### src/rtl/vid_ctrl_i2c_regs.sv
module vid_ctrl_i2c_regs #(
  parameter logic [6:0] DEV_ADDR = 7'h2C,
  parameter logic [7:0] MR_DEFER = 8'h02,
  parameter logic [7:0] CR_DEFER = 8'h03,
  parameter logic [7:0] MR_INIT  = 8'h00,
  parameter logic [7:0] CR_INIT  = 8'h00
) (
  input  logic       clk,
  input  logic       rst_n,
  input  logic       scl_i,
  input  logic       sda_i,
  output logic       sda_oe_o,
  input  logic       vblank_i,
  output logic [7:0] mode_o,
  output logic [7:0] ctrl_o
);

  localparam logic [7:0] ADDR_BYTE = {DEV_ADDR, 1'b0};
  localparam logic [7:0] LAST_SUB  = 8'd1;

  typedef enum logic [2:0] {S_IDLE, S_ADDR, S_SUB, S_DATA, S_IGN} st_t;

  logic [1:0] scl_sy, sda_sy;
  logic       scl_d, sda_d;
  logic       vb_d;
  st_t        st;
  logic [3:0] bit_cnt;
  logic [7:0] shreg, sub_q;
  logic [7:0] mr_q, cr_q, mr_sh, cr_sh, mr_n, cr_n;

  wire scl_c    = scl_sy[1];
  wire sda_c    = sda_sy[1];
  wire scl_rise = scl_c & ~scl_d;
  wire scl_fall = ~scl_c & scl_d;
  wire start_c  = scl_c & scl_d & sda_d & ~sda_c;
  wire stop_c   = scl_c & scl_d & ~sda_d & sda_c;
  wire active   = (st != S_IDLE) && (st != S_IGN);
  wire byte_end = active && scl_fall && (bit_cnt == 4'd8);
  wire ack_end  = active && scl_fall && (bit_cnt == 4'd9);
  wire wr_mr    = byte_end && (st == S_DATA) && (sub_q == 8'd0);
  wire wr_cr    = byte_end && (st == S_DATA) && (sub_q == LAST_SUB);
  wire vb_rise  = vblank_i & ~vb_d;

  assign mode_o = mr_q;
  assign ctrl_o = cr_q;

  always_ff @(posedge clk or negedge rst_n) begin
    if (!rst_n) begin
      scl_sy <= 2'b11;
      sda_sy <= 2'b11;
      scl_d  <= 1'b1;
      sda_d  <= 1'b1;
      vb_d   <= 1'b0;
    end else begin
      scl_sy <= {scl_sy[0], scl_i};
      sda_sy <= {sda_sy[0], sda_i};
      scl_d  <= scl_c;
      sda_d  <= sda_c;
      vb_d   <= vblank_i;
    end
  end

  always_ff @(posedge clk or negedge rst_n) begin
    if (!rst_n) begin
      st       <= S_IDLE;
      bit_cnt  <= 4'd0;
      shreg    <= 8'd0;
      sub_q    <= 8'd0;
      sda_oe_o <= 1'b0;
    end else if (start_c) begin
      st       <= S_ADDR;
      bit_cnt  <= 4'd0;
      sda_oe_o <= 1'b0;
    end else if (stop_c) begin
      st       <= S_IDLE;
      bit_cnt  <= 4'd0;
      sda_oe_o <= 1'b0;
    end else if (active) begin
      if (scl_rise && bit_cnt < 4'd9) begin
        if (bit_cnt < 4'd8) shreg <= {shreg[6:0], sda_c};
        bit_cnt <= bit_cnt + 4'd1;
      end else if (byte_end) begin
        case (st)
          S_ADDR:
            if (shreg == ADDR_BYTE) begin
              sda_oe_o <= 1'b1;
              st       <= S_SUB;
            end else st <= S_IGN;
          S_SUB:
            if (shreg <= LAST_SUB) begin
              sda_oe_o <= 1'b1;
              sub_q    <= shreg;
              st       <= S_DATA;
            end else st <= S_IGN;
          S_DATA:
            if (sub_q <= LAST_SUB) begin
              sda_oe_o <= 1'b1;
              sub_q    <= sub_q + 8'd1;
            end else st <= S_IGN;
          default: st <= S_IGN;
        endcase
      end else if (ack_end) begin
        sda_oe_o <= 1'b0;
        bit_cnt  <= 4'd0;
      end
    end
  end

  always_comb begin
    mr_n = mr_q;
    cr_n = cr_q;
    if (vb_rise) begin
      mr_n = (mr_q & ~MR_DEFER) | (mr_sh & MR_DEFER);
      cr_n = (cr_q & ~CR_DEFER) | (cr_sh & CR_DEFER);
    end
    if (wr_mr) mr_n = (mr_n & MR_DEFER) | (shreg & ~MR_DEFER);
    if (wr_cr) cr_n = (cr_n & CR_DEFER) | (shreg & ~CR_DEFER);
  end

  always_ff @(posedge clk or negedge rst_n) begin
    if (!rst_n) begin
      mr_q  <= MR_INIT;
      cr_q  <= CR_INIT;
      mr_sh <= MR_INIT;
      cr_sh <= CR_INIT;
    end else begin
      mr_q <= mr_n;
      cr_q <= cr_n;
      if (wr_mr) mr_sh <= shreg;
      if (wr_cr) cr_sh <= shreg;
    end
  end

  AST_ACK_WINDOW: assert property (@(posedge clk) disable iff (!rst_n)
    sda_oe_o |-> (bit_cnt == 4'd8 || bit_cnt == 4'd9));
  AST_ACK_SCL_LOW: assert property (@(posedge clk) disable iff (!rst_n)
    $rose(sda_oe_o) |-> !scl_c);
  AST_ACK_RELEASE: assert property (@(posedge clk) disable iff (!rst_n)
    (sda_oe_o && scl_fall && bit_cnt == 4'd9) |=> !sda_oe_o);
  AST_IGN_NO_ACK: assert property (@(posedge clk) disable iff (!rst_n)
    (st == S_IGN) |-> !sda_oe_o);
  AST_IGN_HOLD: assert property (@(posedge clk) disable iff (!rst_n)
    (st == S_IGN || st == S_IDLE) |=> ($stable(mode_o & ~MR_DEFER) && $stable(ctrl_o & ~CR_DEFER)));
  AST_MR_LEVEL_HOLD: assert property (@(posedge clk) disable iff (!rst_n)
    !(vblank_i && !vb_d) |=> $stable(mode_o & MR_DEFER));
  AST_CR_LEVEL_HOLD: assert property (@(posedge clk) disable iff (!rst_n)
    !(vblank_i && !vb_d) |=> $stable(ctrl_o & CR_DEFER));

endmodule

### config.mk
export PLATFORM = sky130hd
export DESIGN_NAME = vid_ctrl_i2c_regs
export DESIGN_NICKNAME = d
export VERILOG_FILES = /design/src/rtl/vid_ctrl_i2c_regs.sv
export SDC_FILE = /design/constraint.sdc
export NUM_CORES = 1
export LEC_CHECK = 0
export BUFFER_PORTS_ARGS = -buffer_cell sky130_fd_sc_hd__buf_4
export CORE_MARGIN = 2
export CORE_UTILIZATION = 55
export CTS_BUF_LIST = sky130_fd_sc_hd__clkbuf_4
export CTS_CLUSTER_SIZE = 12
export DETAILED_ROUTE_END_ITERATION = 6
export PLACE_DENSITY_LB_ADDON = 0.12
export RECOVER_POWER = 50
export SETUP_SLACK_MARGIN = 0.3
export SLEW_MARGIN = 30
export SYNTH_ARGS = -nofsm -noshare
export SYNTH_HDL_FRONTEND = slang
export SYNTH_SLANG_ARGS = --single-unit
### constraint.sdc
create_clock -name clk -period 1.8 [get_ports clk]
set_input_delay 0.36 -clock clk [delete_from_list [all_inputs] [get_ports clk]]
set_output_delay 0.36 -clock clk [all_outputs]
set_load 0.03 [all_outputs]
Word-level counts from Yosys, hierarchy flattened
Cells that the tools add are included.
{"block": "totals", "elab_cells": 113, "regBits": 51, "input_bits": 5}
{"block": "op_classes", "n_reduce_logical": 22, "addsub": 2, "bitwise_logic": 20, "magnitude_cmp": 4, "n_eq_ne": 17, "muxes": 32}
{"operator": "$mux 8", "n": 6}
{"operator": "$mux 3", "n": 8}
{"operator": "$mux 4", "n": 6}
{"operator": "$le 8x1->1 const B", "n": 2}
{"operator": "$or 2x8->8", "n": 2}
{"operator": "$or 8x2->8", "n": 2}
{"operator": "$pmux 8 s2", "n": 1}
{"operator": "$ne 5x5->1 const B", "n": 2}
{"operator": "$mux 1", "n": 9}
{"operator": "$pmux 3 s3", "n": 1}
{"operator": "$reduce_bool 3->1", "n": 3}
{"operator": "$add 8x1->8 const B", "n": 1}
{"operator": "$and 1x1->1", "n": 8}
{"operator": "$eq 4x4->1 const B", "n": 2}
{"operator": "$eq 8x1->1 const B", "n": 1}
{"operator": "$eq 8x7->1 const B", "n": 1}
{"operator": "$logic_and 1x1->1", "n": 8}
{"operator": "$logic_not 8->1", "n": 1}
{"operator": "$lt 4x4->1 const B", "n": 2}
{"operator": "$not 1->1", "n": 8}
{"operator": "$reduce_and 8->1", "n": 1}
{"operator": "$reduce_bool 4->1", "n": 2}
{"operator": "$reduce_and 7->1", "n": 1}
{"operator": "$eq 3x2->1 const B", "n": 2}
{"operator": "14 further kinds", "n": 17}

Logic depth before layout (Yosys ltp)
Gate-level depths: netlist (run 1).
{"block": "depth", "ltp_word": 10, "ltp_mapped": 7}

Least setup slack after synthesis (run 1)
OpenSTA, ideal clock, no wires.
{"block": "synth_timing", "kind": "register to register", "from": "register scl_d", "to": "register cr_q[4] (netlist: ctrl_o[4])", "setup_time_ps": 128, "t_required_ps": 1672, "path_buffers": 0, "path_stages_with_launch": 6, "setup_slack_ps": -57, "arrival_ps": 1730, "path_cell_list": "dfstp_2 -> and4bb_2 -> nand3_2 -> nor3_1 -> nand2_2 -> mux2_1"}
{"block": "synth_between", "elab_chain_len": 6, "elab_cells_between_ends": 7, "classes_between": "1 x mux; 1 x bitwise; 5 x reduce/logical"}
{"element": "from (decl)", "line": "24", "source": "logic scl_d, sda_d;"}
{"element": "from (signal assigned)", "line": "57", "source": "scl_d <= scl_c;"}
{"element": "$and 1x1->1 (*)", "line": "34", "source": "wire scl_fall = ~scl_c & scl_d;"}
{"element": "$logic_and 1x1->1 (*) (2 in series)", "line": "38", "source": "wire byte_end = active && scl_fall && (bit_cnt == 4'd8);"}
{"element": "$logic_and 1x1->1 (*) (2 in series)", "line": "41", "source": "wire wr_cr = byte_end && (st == S_DATA) && (sub_q == LAST_SUB);"}
{"element": "$mux 8 or $reduce_bool 2->1 (tied branches)"}
{"element": "to (signal assigned)", "line": "128", "source": "cr_q <= cr_n;"}
{"element": "to (decl)", "line": "29", "source": "logic [7:0] mr_q, cr_q, mr_sh, cr_sh, mr_n, cr_n;"}
Mark *: on every way between the ends. The rest lies on a longest branch, timed or not.
A chain may end at the register's enable or synchronous reset.

Worst setup path after layout (run 1)
{"block": "layout_timing", "from": "register shreg[7]", "to": "register sub_q[0]"}
{"block": "layout_between", "elab_chain_len": 3}
{"element": "from (decl)", "line": "28", "source": "logic [7:0] shreg, sub_q;"}
{"element": "from (signal assigned)", "line": "80", "source": "if (bit_cnt < 4'd8) shreg <= {shreg[6:0], sda_c};"}
{"element": "$le 8x1->1", "line": "90", "source": "if (shreg <= LAST_SUB) begin"}
{"element": "$ne 2x2->1 (no line)"}
{"element": "$reduce_and 8->1 (no line)"}
{"element": "to (signal assigned)", "line": "92", "source": "sub_q <= shreg;"}
{"element": "to (signal assigned)", "line": "98", "source": "sub_q <= sub_q + 8'd1;"}
{"element": "to (decl)", "line": "28"}
No other way between the ends.

==> impl_results.md, run 1 <==
* Mapped Nets at between 150 and 200
* Setup Skew at approximately 0.013 ns
* Total power at 2840 µW
* Post-synth EDFFs at 0
* DRT iter0 DRCs at 109
* Reg-to-Reg Start: shreg[7]
* Antenna violations before repair at 0
* DRT Wirelength at between 5 and 6 mm
* Post-Synth Simple-Gate Area at 16.0%
* Die width at 67.3 µm
* TritonCTS clock tree: built
* WHS Path Cells at 1
* Startpoint types: flop
* Wire per inst at 19.5 µm
* Final Util at slightly above 80%
* Nets at 243
* Critical path type: reg2reg
* Maximum VDD drop at 0.000522 V
* CP required at 2.10 ns
* Worst Hold Endpoint: sda_sy[0]
* CTS H-tree depth at 2
* Max Cap Violations at 0
* Worst Hold Launch: sda_i
* Worst min-delay path class: in2reg
* Ports at 22
* Final hold viol count at 0
* Routed Antenna Nets at 0
* Critical path startpoint: shreg[7]
* #FFs+latches synth at 50
* Xor and xnor area share after synthesis at 0.398%
* Post-synthesis mux area share at between 10% and 20%
* Area share of the largest cell type after synthesis at 50.0%
* Total grt overflow at 0
* Number of global-route vias before repair at between 1500 and 2000
* RSZ-0062 raised after global routing: yes
* Worst-Skew Late Latency at roughly 0.38 ns
* Largest net degree at the start of global routing at 51
* Period minus WS final at 1.88 ns
* Layout area overhead at 40.8%
* Post-Syn Area at 0.00220 mm²
* Worst-Margin Slew at 1.18 ns
* Cell depth of the worst flop-to-flop path at 5
* Inserted Diodes at 0
* Clock root buffer: clkbuf_4
* CP max-delay cell: or4_4
* DIE AREA at 0.00453 mm²
* Die height at 67.3 µm
* Synth Area in Compound Gates at about 6.5%
* Initial Util at between 50 and 60%
* F_max at 531 MHz
* Tot GR Track Use at 25.2%
* Final setup viols at 7
* Largest area contributor in the netlist: dfrtp_1
* DRC Markers at 0
* Fin area at 0.00310 mm²
* Worst flop-to-flop path endpoint: sub_q[0]
* Fraction of registers with async set/reset at 100%
* Yosys cell types at 50
* GP Congestion at 0.780
* Critical Path Fanout Max at 5
* Post-synthesis sequential area ratio at 57.2%
* FP Rows at 22
* Hold Slack at 0.0804 ns
* Vias at 1633
* First-pass GRT wire length at about 8.3 mm
* Avg Inst Size Synth at between 10 and 15 µm²
* Pwr Density at 917 mW/mm²
* Pleak at 0.00151 µW
* Share of post-route cells with drive strength above 1 at 61.8%
* HPWL after DPL at 3.13 mm
* Drt via density at 5.81
* Crit path cell chain: or4_4 > nor4_4 > o21bai_4 > or3_1 > o211ai_1
* Flop2flop setup slack at -0.08 ns
* Main synth FF type: dfrtp_1
* CTS buffer count at 5
* Port-buffer cells at 21
* Dpl cell area at 0.00262 mm²
* CP arrival at 2.19 ns
* CTS clk-pin slew, worst paths at 0.14 ns
* Core area at 0.00374 mm²
* Critical Path End Type: flop
* Adder-cell share of the synthesized area at 3.41%
* Max_slew headroom at 21.5%
* Final setup TNS at -0.189 ns
* Final Worst Setup Slack at -0.0818 ns
* Status: finished with violations
* Cells after synthesis at 169
* Fin. max-slew vios at 0
* CTS sink cnt at 50
* CTS max path bufs at 2
* Period utilization at 105%
* YS warnings at 0
* Largest family of logic cells by synthesized area: simple AND/OR/NAND/NOR gates
* Max incr delay on CP at 0.57 ns
* Failing checks: setup timing
* Pre-antenna DRT Iters at 4
* Top post-synthesis cells by area: dfrtp_1 50%, mux2_2 14%, dfstp_2 7.2%
[cells in the mapped netlist, types with 2 or more instances]
cell type and count:
mux2i_1 2, nor2_1 10, dfrtp_1 44, dfstp_2 6, a21oi_1 2, ha_1 6
nand2_1 8, nand2_2 2, and2_1 4, inv_1 5, nand4b_1 3, nand3_1 2
and3_1 2, o22ai_1 2, nor2b_1 3, o21ai_0 7, mux2_2 27, nor3_1 2
[power by group]
group / total, µW / internal, µW / switching, µW
logic: 845 / 470 / 376
clock network: 670 / 308 / 362
registers: 1330 / 1230 / 94.4
[layout by cell type (no fill, tap or decap), drive strengths merged, types with 2 or more instances in the layout]
cell type  netlist  final
mux2            28     28
nand4b           3      3
and3             2      2
ha               6      6
clkbuf           2     10
nor4             2      2
o22ai            2      2
nor2b            3      3
nor3             3      3
mux2i            2      2
dfrtp           44     44
nand3            3      3
nand2           10     10
nand2b           2      2
o21ai            7      7
a21oi            2      2
and2             5      5
dfstp            6      6
buf              0     53
nor2            10     10
inv              5      5
[worst max path at each step]
stage,cells after the start,end,slack (ns)
after global placement,5,sub_q[0],0.05
after floorplan,5,sub_q[0],0.04
after CTS,5,sub_q[0],-0.02
after global routing,5,sub_q[0],-0.12
after detailed placement,5,ctrl_o[4],0.006
final,5,sub_q[0],-0.08
[metal layers]
layer  global-route usage, %  part of all wire [%]
met3                    5.17                   3.6
met4                    9.18                   2.4
met5                       0                     0
met1                    31.5                    42
met2                    43.3                    52
[stage by stage]
step                      std cells  setup slack [ns]
after floorplan                 169            0.0381
after global placement          256            0.0465
after detailed placement        256           0.00613
after CTS                       275           -0.0153
after global routing            281            -0.119
final                           281           -0.0818
[cells by family (layout without fill, tap and decap cells)]
kind of cell / count (synthesis) / in the layout
mux: 30 / 30
compound gates: 21 / 21
simple gates: 54 / 54
buf+inv: 7 / 71
xor+xnor: 1 / 1
fa+ha+maj: 6 / 6
flops: 50 / 50
[critical path, delay by kind of cell (launching register included)]
family	cells	cell delay, ns
simple gates	3	1.17
flops	1	0.43
compound gates	2	0.20
[what timing repair did]
item,CTS,global route
setup endpoints to repair,40,40
endpoints found under the hold margin,18,0
pin swaps,11,5
hold buffers,1,0
gates resized for setup,29,39
buffers inserted,10,6
[flip-flops by register name, summed over array words and instances (netlist names)]
| signal | count |
|---|---|
| sub_q | 8 |
| cr_sh | 2 |
| scl_d | 1 |
| bit_cnt | 4 |
| sda_oe_o | 1 |
| scl_sy | 2 |
| vb_d | 1 |
| ctrl_o | 8 |
| mr_sh | 1 |
| sda_sy | 2 |
| sda_d | 1 |
| mode_o | 8 |
| shreg | 8 |
| st | 3 |
[layout make-up]
cell class	instances	area, µm²
clock buffer	6	45.0
sequential	50	1260
fill	203	643
multi-input combinational	112	1210
timing repair buffer	58	467
inverter	5	18.8
tap	48	60.1
clock inverter	2	37.5
(Power assumes the default switching activity.)
==> run 2: changes to the inputs <==
RECOVER_POWER = unset   (was 50)
==> run 2 against run 1 <==
The run still ends with setup timing left. Setup slack gained 0.0020 ns. Largest cell class unchanged. Sequential share of layout area about the same. Fmax rose by 0.10%. Global-route usage did not move. Die area did not move. Final area is essentially flat. Critical endpoint unchanged. Highest routed layer unchanged. Flip-flop and latch count is the same. Utilization up 0.067 points. Register-to-register slack about the same. Clock skew is essentially flat.
==> impl_results.md, run 2 (synthesis results as in run 1) <==
* Nets at 243
* Vias at 1629
* Pleak at between 0.0015 and 0.002 µW
* Die width at 67.3 µm
* CP arrival at 2.18 ns
* Drt via density at 5.80
* DRT iter0 DRCs at 108
* Worst flop-to-flop path endpoint: sub_q[0]
* Pwr Density at around 920 mW/mm²
* Period utilization at 104%
* Layout area overhead at 40.9%
* First-pass GRT wire length at 8.26 mm
* Failing checks: setup timing
* Worst min-delay path class: in2reg
* Total grt overflow at 0
* GRT Max-Usage Layer: met2
* Status: finished with violations
* Port-buffer cells at 21
* CP required at approximately 2.1 ns
* DIE AREA at between 0.004 and 0.005 mm²
* Max_slew headroom at 59.7%
* Critical Path Fanout Max at 5
* Critical path startpoint: shreg[7]
* Commonest non-fill, non-tap cells in the layout: 51 x buf_4, 43 x dfrtp_1, 15 x mux2_4
* Flop2flop setup slack at -0.08 ns
* Multi-input gate area at 0.00121 mm²
* Critical Path End Type: flop
* GP Congestion at 0.780
* RSZ-0062 raised after global routing: yes
* Ports at 22
* CTS clk-pin slew, worst paths at 0.14 ns
* Leading cell type in the layout, fill and taps excluded: buf_4
* DRC Markers at 0
* DRT Wirelength at 5.48 mm
* Max Cap Violations at 0
* Final Worst Setup Slack at -0.0799 ns
* F_max at 532 MHz
* Cell depth of the worst flop-to-flop path at 5
* Core area at between 0.003 and 0.004 mm²
* Tot GR Track Use at 25.2%
* CTS buffer count at 5
* Routed Antenna Nets at 0
* Pre-antenna DRT Iters at 4
* Met3 Resource Use GR at 5.17%
* Clock root buffer: clkbuf_4
* Critical path type: reg2reg
* Final hold viol count at 0
* Share of post-route cells with drive strength above 1 at 62.7%
* Largest net degree at the start of global routing at 51
* Met1 Track Usage GR at 31.5%
* FP Rows at 22
* Worst-Margin Slew at 0.604 ns
* Startpoint types: flop
* Fin area at 0.00310 mm²
* Worst-Skew Late Latency at 0.38 ns
* Filler cells at 202
* Final setup viols at 6
* Maximum VDD drop at 0.000522 V
* Fin. max-slew vios at 0
* Wire per inst at between 15 and 20 µm
* CTS H-tree depth at 2
* Met2 Usage GRT at 43.3%
* Critical Path Sink: sub_q[0]
* Register area at 0.00126 mm²
* Period minus WS final at between 1.5 and 2 ns
* Dpl cell area at 0.00262 mm²
* HPWL after DPL at 3.13 mm
* CTS max path bufs at 2
* Setup Skew at 0.0134 ns
* Number of global-route vias before repair at ~1700
* Antenna violations before repair at 0
* CTS sink cnt at 50
* Total power at around 2800 µW
* Reg-to-Reg Start: shreg[7]
* Initial Util at 58.8%
* Die height at 67.3 µm
* TritonCTS clock tree: built
* Inserted Diodes at 0
-- run 2: worst max-delay path, cell delays in order (launching register included) --
cell	delay, ns
dfrtp_1	0.43
or4_4	0.57
nor4_4	0.28
o21bai_4	0.11
or3_1	0.32
o211ai_1	0.09
-- run 2: power breakdown --
part | total, µW | internal [µW] | switching, µW
Combinational | 846 | 471 | 375
Clock | 670 | 308 | 362
Sequential | 1330 | 1230 | 94.1
Total | 2840 | 2010 | 831
-- run 2: cell type report --
class,count,area share (%)
inverter,5,0.605
tap,48,1.94
multi-input combinational,112,39.1
timing repair buffer,58,15.1
clock buffer,6,1.45
clock inverter,2,1.21
sequential,50,40.6
-- run 2: how the worst min path moves through the flow --
stage / start / to / depth (start not counted)
floorplan: rst_n / bit_cnt[0] / 0
global placement: sda_sy[0] / sda_sy[1] / 0
detailed placement: scl_sy[0] / scl_sy[1] / 0
CTS: sda_i / sda_sy[0] / 1
global route: scl_i / scl_sy[0] / 1
finish: sda_i / sda_sy[0] / 1
-- run 2: layer usage --
layer	up-vias	part of all wire (%)	wire length (µm)
met1	843	42	2320
li1	731	-	-
met3	13	3.6	195
met4	0	2.3	128
met2	42	52	2840
met5	-	0	0
-- run 2: timing repair --
action,CTS,global route
endpoints found under the setup margin,40,40
pin swaps,11,5
hold buffers,1,0
gates cloned,0,0
resized for setup,29,39
endpoints found under the hold margin,18,0
setup buffers,10,6
-- run 2: per-stage QoR --
step           hold slack (ns)  setup slack (ns)  instances  TNS (ns)  util, %
2_1_floorplan           0.0644            0.0381        169         0        -
3_3_place_gp             0.345            0.0465        256         0     70.0
6_report                0.0797           -0.0799        281    -0.176     82.9
4_1_cts                 0.0702           -0.0153        275   -0.0153     77.6
5_1_grt                 0.0477            -0.119        281     -1.22     82.9
3_5_place_dp             0.347           0.00613        256         0     70.0
==> run 3: changes to the inputs <==
CORE_UTILIZATION = 40   (was 55)
CTS_CLUSTER_SIZE = unset   (was 12)
==> run 3 against run 2 <==
The run still ends with setup timing left. Clock power fell by 3.7%. Setup slack improved by 0.040 ns. Clock skew is 0.0034 ns lower. Sequential share of layout area increased by 0.96 points. Register-to-register slack improved by 0.04 ns. Non-clock buffer count fell by 4. Worst hold slack improved by 0.010 ns. Die area increased by 35%. Wire length decreased by 16%. Fmax up 2.2%. Utilization shrank 27 points. Power decreased by 4.1%. Critical endpoint unchanged.
==> impl_results.md, run 3 (synthesis results as in run 1) <==
* Clock root buffer: clkbuf_4
* Die width at 78.2 µm
* First-pass GRT wire length at 7.66 mm
* CTS max path bufs at 2
* Die height at around 80 µm
* DIE AREA at 0.00611 mm²
* Max incr delay on CP at 0.57 ns
* Vias at 1556
* Crit path cell chain: or4b_4 > nor4_4 > o21bai_2 > or3_1 > o211ai_1
* DRT iter0 DRCs at 32
* Wire per inst at 15.2 µm
* FP Rows at 27
* GP Congestion at ~0.81
* Leading cell type in the layout, fill and taps excluded: buf_4
* DRC Markers at 0
* CTS clk-pin slew, worst paths at 0.14 ns
* CTS H-tree depth at 2
* Ports at 22
* Pre-antenna DRT Iters at 3
* Failing checks: setup timing
* CP required at approximately 2.1 ns
* Maximum VDD drop at 0.000413 V
* Total grt overflow at 0
* RSZ-0062 raised after global routing: yes
* HPWL after DPL at 3.13 mm
* Status: finished with violations
* Largest net degree at the start of global routing at 51
* Final setup viols at 1
* Placed Cells at 281
* CTS buffer count at 5
* Share of post-route cells with drive strength above 1 at 60.3%
* Number of global-route vias before repair at 1657
* Routed Antenna Nets at 0
* Tot GR Track Use at 16.3%
* Initial Util at 40.7%
* Inserted Diodes at 0
* Period utilization at 102%
* Final Worst Setup Slack at -0.0394 ns
* Critical path type: reg2reg
* Max Cap Violations at 0
* CP arrival at around 2.1 ns
* Worst min-delay path class: in2reg
* TritonCTS clock tree: built
* Worst-Skew Late Latency at ~0.37 ns
* Setup Skew at 0.0100 ns
* Antenna violations before repair at 0
* DRT met1 WL at 2.00 mm
* Commonest non-fill, non-tap cells in the layout: 48 x buf_4, 43 x dfrtp_1, 16 x mux2_2
* Pwr Density at between 800 and 900 mW/mm²
* Core area at 0.00541 mm²
* Non-Filler Instances at 301
* Final hold viol count at 0
* Nets at 239
* Met3 routed wirelength at between 100 and 150 µm
* DRT Wirelength at between 4 and 5 mm
* DP Worst Slack at -0.0332 ns
* Startpoint types: flop
* Layout area overhead at 37.7%
* Critical Path Fanout Max at 4
* Port-buffer cells at 21
* Hold Slack at about 0.09 ns
* Fin. max-slew vios at 0
* CTS sink cnt at 50
* Top Layer Used: met4
* F_max at 544 MHz
* Period minus WS final at ~1.8 ns
* Critical Path End Type: flop
* CP max-delay cell: or4b_4
* Max_slew headroom at roughly 59%
* Worst-Margin Slew at between 0.6 and 0.7 ns
* Met2 routed WL at 2.37 mm
* Drt via density at 5.17
* Pleak at 0.00146 µW
-- run 3: final cells by class --
cell class | instances | area [µm²]
Clock buffer | 6 | 45.0
Inverter | 5 | 18.8
Fill cell | 450 | 2370
Timing Repair Buffer | 54 | 435
Tap cell | 72 | 90.1
Clock inverter | 2 | 33.8
Multi-Input combinational cell | 112 | 1150
Sequential cell | 50 | 1260
-- run 3: final timing paths --
path                                 from   endpoint  slack (ns)  depth (start not counted)
min in group asynchronous           rst_n       vb_d        0.55                          2
worst max-delay path             shreg[4]   sub_q[0]       -0.04                          5
worst min register to register  sda_sy[0]  sda_sy[1]        0.37                          0
worst max register to register   shreg[4]   sub_q[0]       -0.04                          5
max in group asynchronous           rst_n   sub_q[0]        0.81                          2
worst min-delay path                sda_i  sda_sy[0]        0.09                          1
-- run 3: worst max-delay path, delay by kind of cell, from the launching register on --
family,cells,cell delay (ns)
flops,1,0.41
simple gates,3,1.13
compound gates,2,0.21
-- run 3: metal layers --
metal,GRT usage [%],vias up
met5,0,-
li1,-,726
met3,3.68,9
met4,7.19,0
met2,28.3,21
met1,19.5,800
-- run 3: timing repair --
action                                  in CTS  in global routing
pin swaps                                    9                 16
gates cloned                                 0                  0
buffers inserted                             9                  2
hold buffers                                 1                  0
gates resized for setup                     38                 17
endpoints found under the hold margin       12                  0
endpoints found under the setup margin      40                 40
-- run 3: report_power, final --
group | internal [µW] | leakage (µW) | switching, µW
Sequential | 1230 | 0.000659 | 76.5
Clock | 305 | 0.0000433 | 341
Combinational | 441 | 0.000762 | 331
-- run 3: stage by stage --
stage	total power (µW)	util (%)	cell area (µm²)	setup TNS, ns
finish	2730	56.1	3030	-0.0394
global placement	1860	49.2	2660	0
floorplan	1610	-	2250	0
global route	2880	56.1	3030	-0.518
CTS	2720	54.7	2950	-0.0183
detailed placement	1880	49.2	2660	-0.0610
